**src/rtl/lcr_pkg.sv**
```systemverilog
package lcr_pkg;
  localparam int unsigned CTRL_W = 8;
  localparam int unsigned NUM_CH = 3; // 0:B1 1:B2 2:D

  typedef struct packed {
    logic active;
    logic dig_lb;
    logic line_lb;
    logic b1_lb;
    logic b2_lb;
    logic irq_en;
    logic dtx_dis;
    logic drx_dis;
  } ctrl_t;

  typedef enum logic [1:0] {
    SRC_IDLE = 2'd0,
    SRC_SYS  = 2'd1,
    SRC_LINE = 2'd2
  } src_e;
endpackage

```
**src/rtl/lcr_ctrl_reg.sv**
```systemverilog
module lcr_ctrl_reg
  import lcr_pkg::*;
(
  input  logic              clk_i,
  input  logic              rst_ni,
  input  logic              wr_en_i,
  input  logic [CTRL_W-1:0] wr_data_i,
  output ctrl_t             ctrl_o
);
  always_ff @(posedge clk_i or negedge rst_ni) begin
    if (!rst_ni)      ctrl_o <= '0;
    else if (wr_en_i) ctrl_o <= ctrl_t'(wr_data_i);
  end
endmodule

```
**src/rtl/lcr_sel_decode.sv**
```systemverilog
module lcr_sel_decode
  import lcr_pkg::*;
(
  input  ctrl_t ctrl_i,
  output src_e  tx_sel_o [NUM_CH],
  output src_e  rx_sel_o [NUM_CH]
);
  always_comb begin
    for (int c = 0; c < NUM_CH; c++) begin
      tx_sel_o[c] = SRC_IDLE;
      rx_sel_o[c] = SRC_IDLE;
    end
    if (ctrl_i.active) begin
      // line loopback wins over per-channel loopbacks
      tx_sel_o[0] = (ctrl_i.line_lb || ctrl_i.b1_lb) ? SRC_LINE : SRC_SYS;
      tx_sel_o[1] = (ctrl_i.line_lb || ctrl_i.b2_lb) ? SRC_LINE : SRC_SYS;
      tx_sel_o[2] = ctrl_i.line_lb ? SRC_LINE :
                    (ctrl_i.dtx_dis ? SRC_IDLE : SRC_SYS);
      rx_sel_o[0] = ctrl_i.dig_lb ? SRC_SYS : SRC_LINE;
      rx_sel_o[1] = ctrl_i.dig_lb ? SRC_SYS : SRC_LINE;
      rx_sel_o[2] = ctrl_i.drx_dis ? SRC_IDLE :
                    (ctrl_i.dig_lb ? SRC_SYS : SRC_LINE);
    end
  end
endmodule

```
**src/rtl/lcr_chan_reg.sv**
```systemverilog
module lcr_chan_reg
  import lcr_pkg::*;
#(
  parameter int unsigned W = 8
) (
  input  logic         clk_i,
  input  logic         rst_ni,
  input  logic         frame_i,
  input  src_e         sel_i,
  input  logic [W-1:0] line_i,
  input  logic [W-1:0] sys_i,
  output logic [W-1:0] q_o
);
  logic [W-1:0] nxt;

  always_comb begin
    unique case (sel_i)
      SRC_SYS:  nxt = sys_i;
      SRC_LINE: nxt = line_i;
      default:  nxt = '1;
    endcase
  end

  always_ff @(posedge clk_i or negedge rst_ni) begin
    if (!rst_ni)      q_o <= '1;
    else if (frame_i) q_o <= nxt;
  end
endmodule

```
**src/rtl/line_ctrl_router.sv**
```systemverilog
module line_ctrl_router
  import lcr_pkg::*;
#(
  parameter int unsigned B_W = 8,
  parameter int unsigned D_W = 2
) (
  input  logic              clk_i,
  input  logic              rst_ni,
  input  logic              wr_en_i,
  input  logic [CTRL_W-1:0] wr_data_i,
  output logic [CTRL_W-1:0] ctrl_o,
  output logic              irq_en_o,
  input  logic              frame_i,
  input  logic [B_W-1:0]    line_rx_b1_i,
  input  logic [B_W-1:0]    line_rx_b2_i,
  input  logic [D_W-1:0]    line_rx_d_i,
  input  logic [B_W-1:0]    sys_tx_b1_i,
  input  logic [B_W-1:0]    sys_tx_b2_i,
  input  logic [D_W-1:0]    sys_tx_d_i,
  output logic [B_W-1:0]    line_tx_b1_o,
  output logic [B_W-1:0]    line_tx_b2_o,
  output logic [D_W-1:0]    line_tx_d_o,
  output logic [B_W-1:0]    sys_rx_b1_o,
  output logic [B_W-1:0]    sys_rx_b2_o,
  output logic [D_W-1:0]    sys_rx_d_o
);
  localparam int unsigned CH_W = 2 * B_W + D_W;

  ctrl_t ctrl_q;
  src_e  tx_sel [NUM_CH];
  src_e  rx_sel [NUM_CH];

  logic [CH_W-1:0] line_in, sys_in, line_out, sys_out;

  assign line_in = {line_rx_b1_i, line_rx_b2_i, line_rx_d_i};
  assign sys_in  = {sys_tx_b1_i,  sys_tx_b2_i,  sys_tx_d_i};

  lcr_ctrl_reg u_ctrl (
    .clk_i     (clk_i),
    .rst_ni    (rst_ni),
    .wr_en_i   (wr_en_i),
    .wr_data_i (wr_data_i),
    .ctrl_o    (ctrl_q)
  );

  lcr_sel_decode u_dec (
    .ctrl_i   (ctrl_q),
    .tx_sel_o (tx_sel),
    .rx_sel_o (rx_sel)
  );

  for (genvar c = 0; c < NUM_CH; c++) begin : g_ch
    localparam int unsigned W  = (c == 2) ? D_W : B_W;
    localparam int unsigned LO = (c == 0) ? (B_W + D_W) : ((c == 1) ? D_W : 0);

    lcr_chan_reg #(.W(W)) u_tx (
      .clk_i   (clk_i),
      .rst_ni  (rst_ni),
      .frame_i (frame_i),
      .sel_i   (tx_sel[c]),
      .line_i  (line_in[LO +: W]),
      .sys_i   (sys_in[LO +: W]),
      .q_o     (line_out[LO +: W])
    );

    lcr_chan_reg #(.W(W)) u_rx (
      .clk_i   (clk_i),
      .rst_ni  (rst_ni),
      .frame_i (frame_i),
      .sel_i   (rx_sel[c]),
      .line_i  (line_in[LO +: W]),
      .sys_i   (sys_in[LO +: W]),
      .q_o     (sys_out[LO +: W])
    );
  end

  assign {line_tx_b1_o, line_tx_b2_o, line_tx_d_o} = line_out;
  assign {sys_rx_b1_o,  sys_rx_b2_o,  sys_rx_d_o}  = sys_out;
  assign ctrl_o   = ctrl_q;
  assign irq_en_o = ctrl_q.irq_en;
endmodule

```
**config.mk**
```make
export PLATFORM = sky130hd
export DESIGN_NAME = line_ctrl_router
export DESIGN_NICKNAME = d
export VERILOG_FILES = /design/src/rtl/lcr_pkg.sv /design/src/rtl/lcr_ctrl_reg.sv /design/src/rtl/lcr_sel_decode.sv /design/src/rtl/lcr_chan_reg.sv /design/src/rtl/line_ctrl_router.sv
export SDC_FILE = /design/constraint.sdc
export NUM_CORES = 1
export LEC_CHECK = 0
export BUFFER_PORTS_ARGS = -buffer_cell sky130_fd_sc_hd__buf_2
export CORE_ASPECT_RATIO = 0.6
export CORE_MARGIN = 2
export CORE_UTILIZATION = 30
export DETAILED_ROUTE_END_ITERATION = 7
export PLACE_DENSITY = 0.55
export SLEW_MARGIN = 20
export SYNTH_ARGS = -nofsm -noshare
export SYNTH_HDL_FRONTEND = slang
export SYNTH_HIERARCHICAL = 1
export SYNTH_SLANG_ARGS = --single-unit
export TNS_END_PERCENT = 100
```
**constraint.sdc**
```tcl
create_clock -name clk_i -period 2 [get_ports clk_i]
set_clock_uncertainty 0.15 [all_clocks]
set_input_delay 0.4 -clock clk_i [delete_from_list [all_inputs] [get_ports clk_i]]
set_output_delay 0.4 -clock clk_i [all_outputs]
set_load 0.01 [all_outputs]
```
# After elaboration in Yosys (flattened, before gate mapping)
# Index checks and enable logic that the tools add are counted.
# op_classes
n_eq_ne	12
n_mux	14
n_reduce_logical	2
# ops
cell	n
$pmux W8 S2	4
$eq A2 B1 Y1 const B	6
$eq A2 B2 Y1 const B	6
$mux W6	2
$mux W2	5
$pmux W2 S2	2
$logic_or A1 B1 Y1	2
$mux W1	1
# totals
reg_bits	44
in_bits	48
output_inout_bits	45
elab_cells	42

# Depth between registers and ports, before layout
# logic_depth
depth_word	5
ltp_mapped	7

# Hierarchy
# The synthesis kept the hierarchy.
# modules_own_cells
mod	instances	cells_each	area_each_um2
lcr_chan_reg at g_ch[0].u_rx ...	4	41	452.9
lcr_ctrl_reg	1	17	331.6
lcr_chan_reg at g_ch[2].u_rx ...	2	12	120.1
lcr_sel_decode	1	12	95.1
line_ctrl_router	1	1	7.5

# Worst setup path after synthesis
# OpenSTA, ideal clock, no wires.
# synth_timing
kind	flip-flop to flip-flop
from	register, netlist name u_ctrl/ctrl_o[7]
to	register g_ch[0].u_rx.q_o[4]
setup_time_ns	0.083
arrival_ns	1.472
t_required_ns	1.767
setup_slack_ns	0.295
stages_incl_launch_ff	8
n_path_buf	2
period_less_slack_ns	1.705
path_cell_list	dfrtp_1 > nor2b_1 > buf_4 > inv_1 > ha_1 > buf_2 > a221oi_2 > a21oi_1
# synth_rtl
item	line_no	text
end signal: assignment	lcr_chan_reg.sv:26	else if (frame_i) q_o <= nxt;
end: declaration	lcr_chan_reg.sv:12	output logic [W-1:0] q_o

==> flow_metrics.tcl <==
set metrics [dict create \
    die_h_um 74.5 \
    firstDrtPassIters 4 \
    track_usage_pct 14.0 \
    ff_latch_area_um2 1150 \
    grt_pass1_wl_um 9570 \
    synth_xor_area_share_pct 0 \
    root_buffer "clkbuf_16" \
    clock_latency_ps 280 \
    relSlewSlack_pct 73.3 \
    hold_path.class "input port to async pin" \
    yosysWarnings 6 \
    clock_path_buffers 2 \
    rsz0062_at_grt "no" \
    synth-main-ff-cell "dfstp_2" \
    place_hpwl_um 4920 \
    diodes 0 \
    first_iter_violations 100 \
    fp.dieArea_um2 9060 \
    p_leak_uw 0.00135 \
    ctsResizeCount 0 \
    drc 0 \
    r2r_cells 5 \
    multi_input_area_um2 1130 \
    num_io_pins 93 \
    fin_crit_ps 1820 \
    vias 1904 \
    drive_above_1_share_pct 62.4 \
    grt_pass1_vias 1870 \
    grt_max_degree 19 \
    gp_congestion 0.777 \
    irDropWorstVdd_mv 0.352 \
    path_cells "nor3b_1 > inv_1 > ha_1 > nor2b_4 > a21oi_2" \
    cp_num_cells 5 \
    synth_common_cells "dfstp_2, nor2_1, a21oi_2, a22oi_1" \
    cp-start-kind "register" \
    synth_top_family_by_area "compound AO/OA/AOI/OAI gates" \
    hold_buffers 0 \
    rows 25 \
    finalSetupTns_ps 0 \
    synthMuxAreaShare_pct 4.83 \
    drv_slew 0 \
    htree_levels 2 \
    fillerInstances 815 \
    wl_um 6220 \
    endpoint_kind "register" \
    worst_path_max_delay_cell "dfrtp_1" \
    synth.cell_area_um2 2490 \
    required_ps 2050 \
    clock.fmax_mhz 548 \
    finalCritPeriodShare_pct 91.2 \
    critPathKind "register to register" \
    rr_endpoint "g_ch[1].u_tx/q_o[0]" \
    die_w_um 122 \
    cts_made_buffers 5 \
    synth_edf_count 0 \
    cts_setup_buffers 0 \
    crit_path_max_incr_delay_ps 460 \
    hold_viol 0 \
    core_area_um2 7950 \
    synthTopCellsByArea "dfstp_2, a21oi_2, a22oi_1" \
    grt-ovfl-total 0 \
    avgSynthCellArea_um2 11.4 \
    cp_num_buf_inv 1 \
    synthDistinctLibCells 21 \
    synth_nets 278 \
    layout.nets 362 \
    cts_tree "yes" \
    power_density_nw_per_um2 946 \
    arrival_ps 1870 \
    max_cap_viol_count 0 \
    synth-seq-cells 44 \
    crit_family "simple AND/OR/NAND/NOR gates" \
    routedWlPerCell_um 15.1 \
    timing.hold.ws_ps 175 \
    async_reset_ff_share_pct 100 \
    start_util_pct 31.3 \
    route.antenna.remaining_nets 0 \
    finalSetupViolCount 0 \
    r2r-start "u_ctrl/ctrl_o[5]" \
    cts_sinks 44 \
    critPathMaxFanout 8 \
    viasPerCell 4.63 \
    netlist.area_leader.share_pct 38.0 \
    synth-simple-area-share_pct 10.3 \
    worst_slew_pin_slew_ps 400 \
    synth_compound_area_share_pct 24.4 \
    port_buffers 92 \
    synth_top_cell_by_area "dfstp_2" \
    status "finished, final reports clean" \
    synthToLayoutAreaGrowth_pct 25.9 \
    antenna_found_initial 0 \
    synthAdderAreaFrac_pct 6.04 \
    clk_pin_slew_ps 70 \
    syn_inst 218 \
    ff2ff_setup_slack_ps 180 \
    ys_seq_area_share_pct 46.1 \
]
layer usage:
layer	GRT usage [%]	part of all wire [%]	vias to the layer above
met5	0	0	-
met1	21.0	53	898
met2	20.2	39	65
met4	2.68	0.61	0
li1	-	-	937
met3	4.06	6.9	4
layout make-up:
| class | count | area share, % |
|---|---|---|
| Clock inverter | 1 | 0.280 |
| Clock buffer | 7 | 5.24 |
| Tap cell | 108 | 4.32 |
| Sequential cell | 44 | 36.7 |
| Inverter | 12 | 1.44 |
| Timing Repair Buffer | 97 | 15.9 |
| Multi-Input combinational cell | 142 | 36.1 |
sequential cells by signal, summed over array words and instances, names as in the netlist:
register,flops
u_ctrl/ctrl_o,8
g_ch.u_rx/q_o,18
g_ch.u_tx/q_o,18
worst max path at each step:
stage	from	endpoint	slack [ps]
3_5_place_dp	u_ctrl/ctrl_o[7]	g_ch[1].u_tx/q_o[2]	140
6_report	u_ctrl/ctrl_o[5]	g_ch[1].u_tx/q_o[0]	180
5_1_grt	u_ctrl/ctrl_o[5]	g_ch[1].u_tx/q_o[4]	30
3_3_place_gp	u_ctrl/ctrl_o[7]	g_ch[1].u_tx/q_o[6]	210
4_1_cts	u_ctrl/ctrl_o[7]	g_ch[1].u_tx/q_o[4]	120
2_1_floorplan	u_ctrl/ctrl_o[7]	g_ch[0].u_rx/q_o[4]	290
through the flow:
stage | instance area (µm²) | util [%] | std cells | setup WS, ps | total power [µW]
global placement | 2960 | 37.2 | 403 | 205 | 2060
global route | 3130 | 39.4 | 411 | 26.6 | 3160
detailed placement | 2960 | 37.2 | 403 | 135 | 2070
CTS | 3130 | 39.4 | 411 | 118 | 3010
finish | 3130 | 39.4 | 411 | 175 | 2960
floorplan | 2490 | - | 218 | 295 | 1770
cells in the final DEF, fill, tap and decap left out, types with 2 or more instances in the layout:
cell type	synthesis	routed
mux2_4	8	8
nor3b_1	3	3
dfstp_2	36	36
a21oi_1	8	8
buf_2	8	92
buf_4	3	5
nor2_1	36	36
a21oi_2	28	28
nor2b_4	4	4
inv_1	12	12
and2_2	2	2
a22oi_1	28	28
a221oi_1	4	4
dfrtp_1	8	7
ha_1	12	12
clkbuf_16	0	6
a221oi_2	4	4
o21a_1	2	2
power by group:
part | internal (µW) | switching (µW) | leakage [µW] | total (µW)
clock | 575 | 339 | 0.0000852 | 915
sequential | 1150 | 103 | 0.000472 | 1250
combinational | 353 | 441 | 0.000796 | 794
cell families (layout without fill, tap and decap cells):
logic type               after synthesis  after routing
AO/OA/AOI/OAI                         74             74
adder cells (fa/ha/maj)               12             12
buffers and inverters                 32            117
flip-flops                            44             44
multiplexers                           8              8
AND/OR/NAND/NOR                       48             48
No activity file was read; power rests on OpenSTA's default activity.
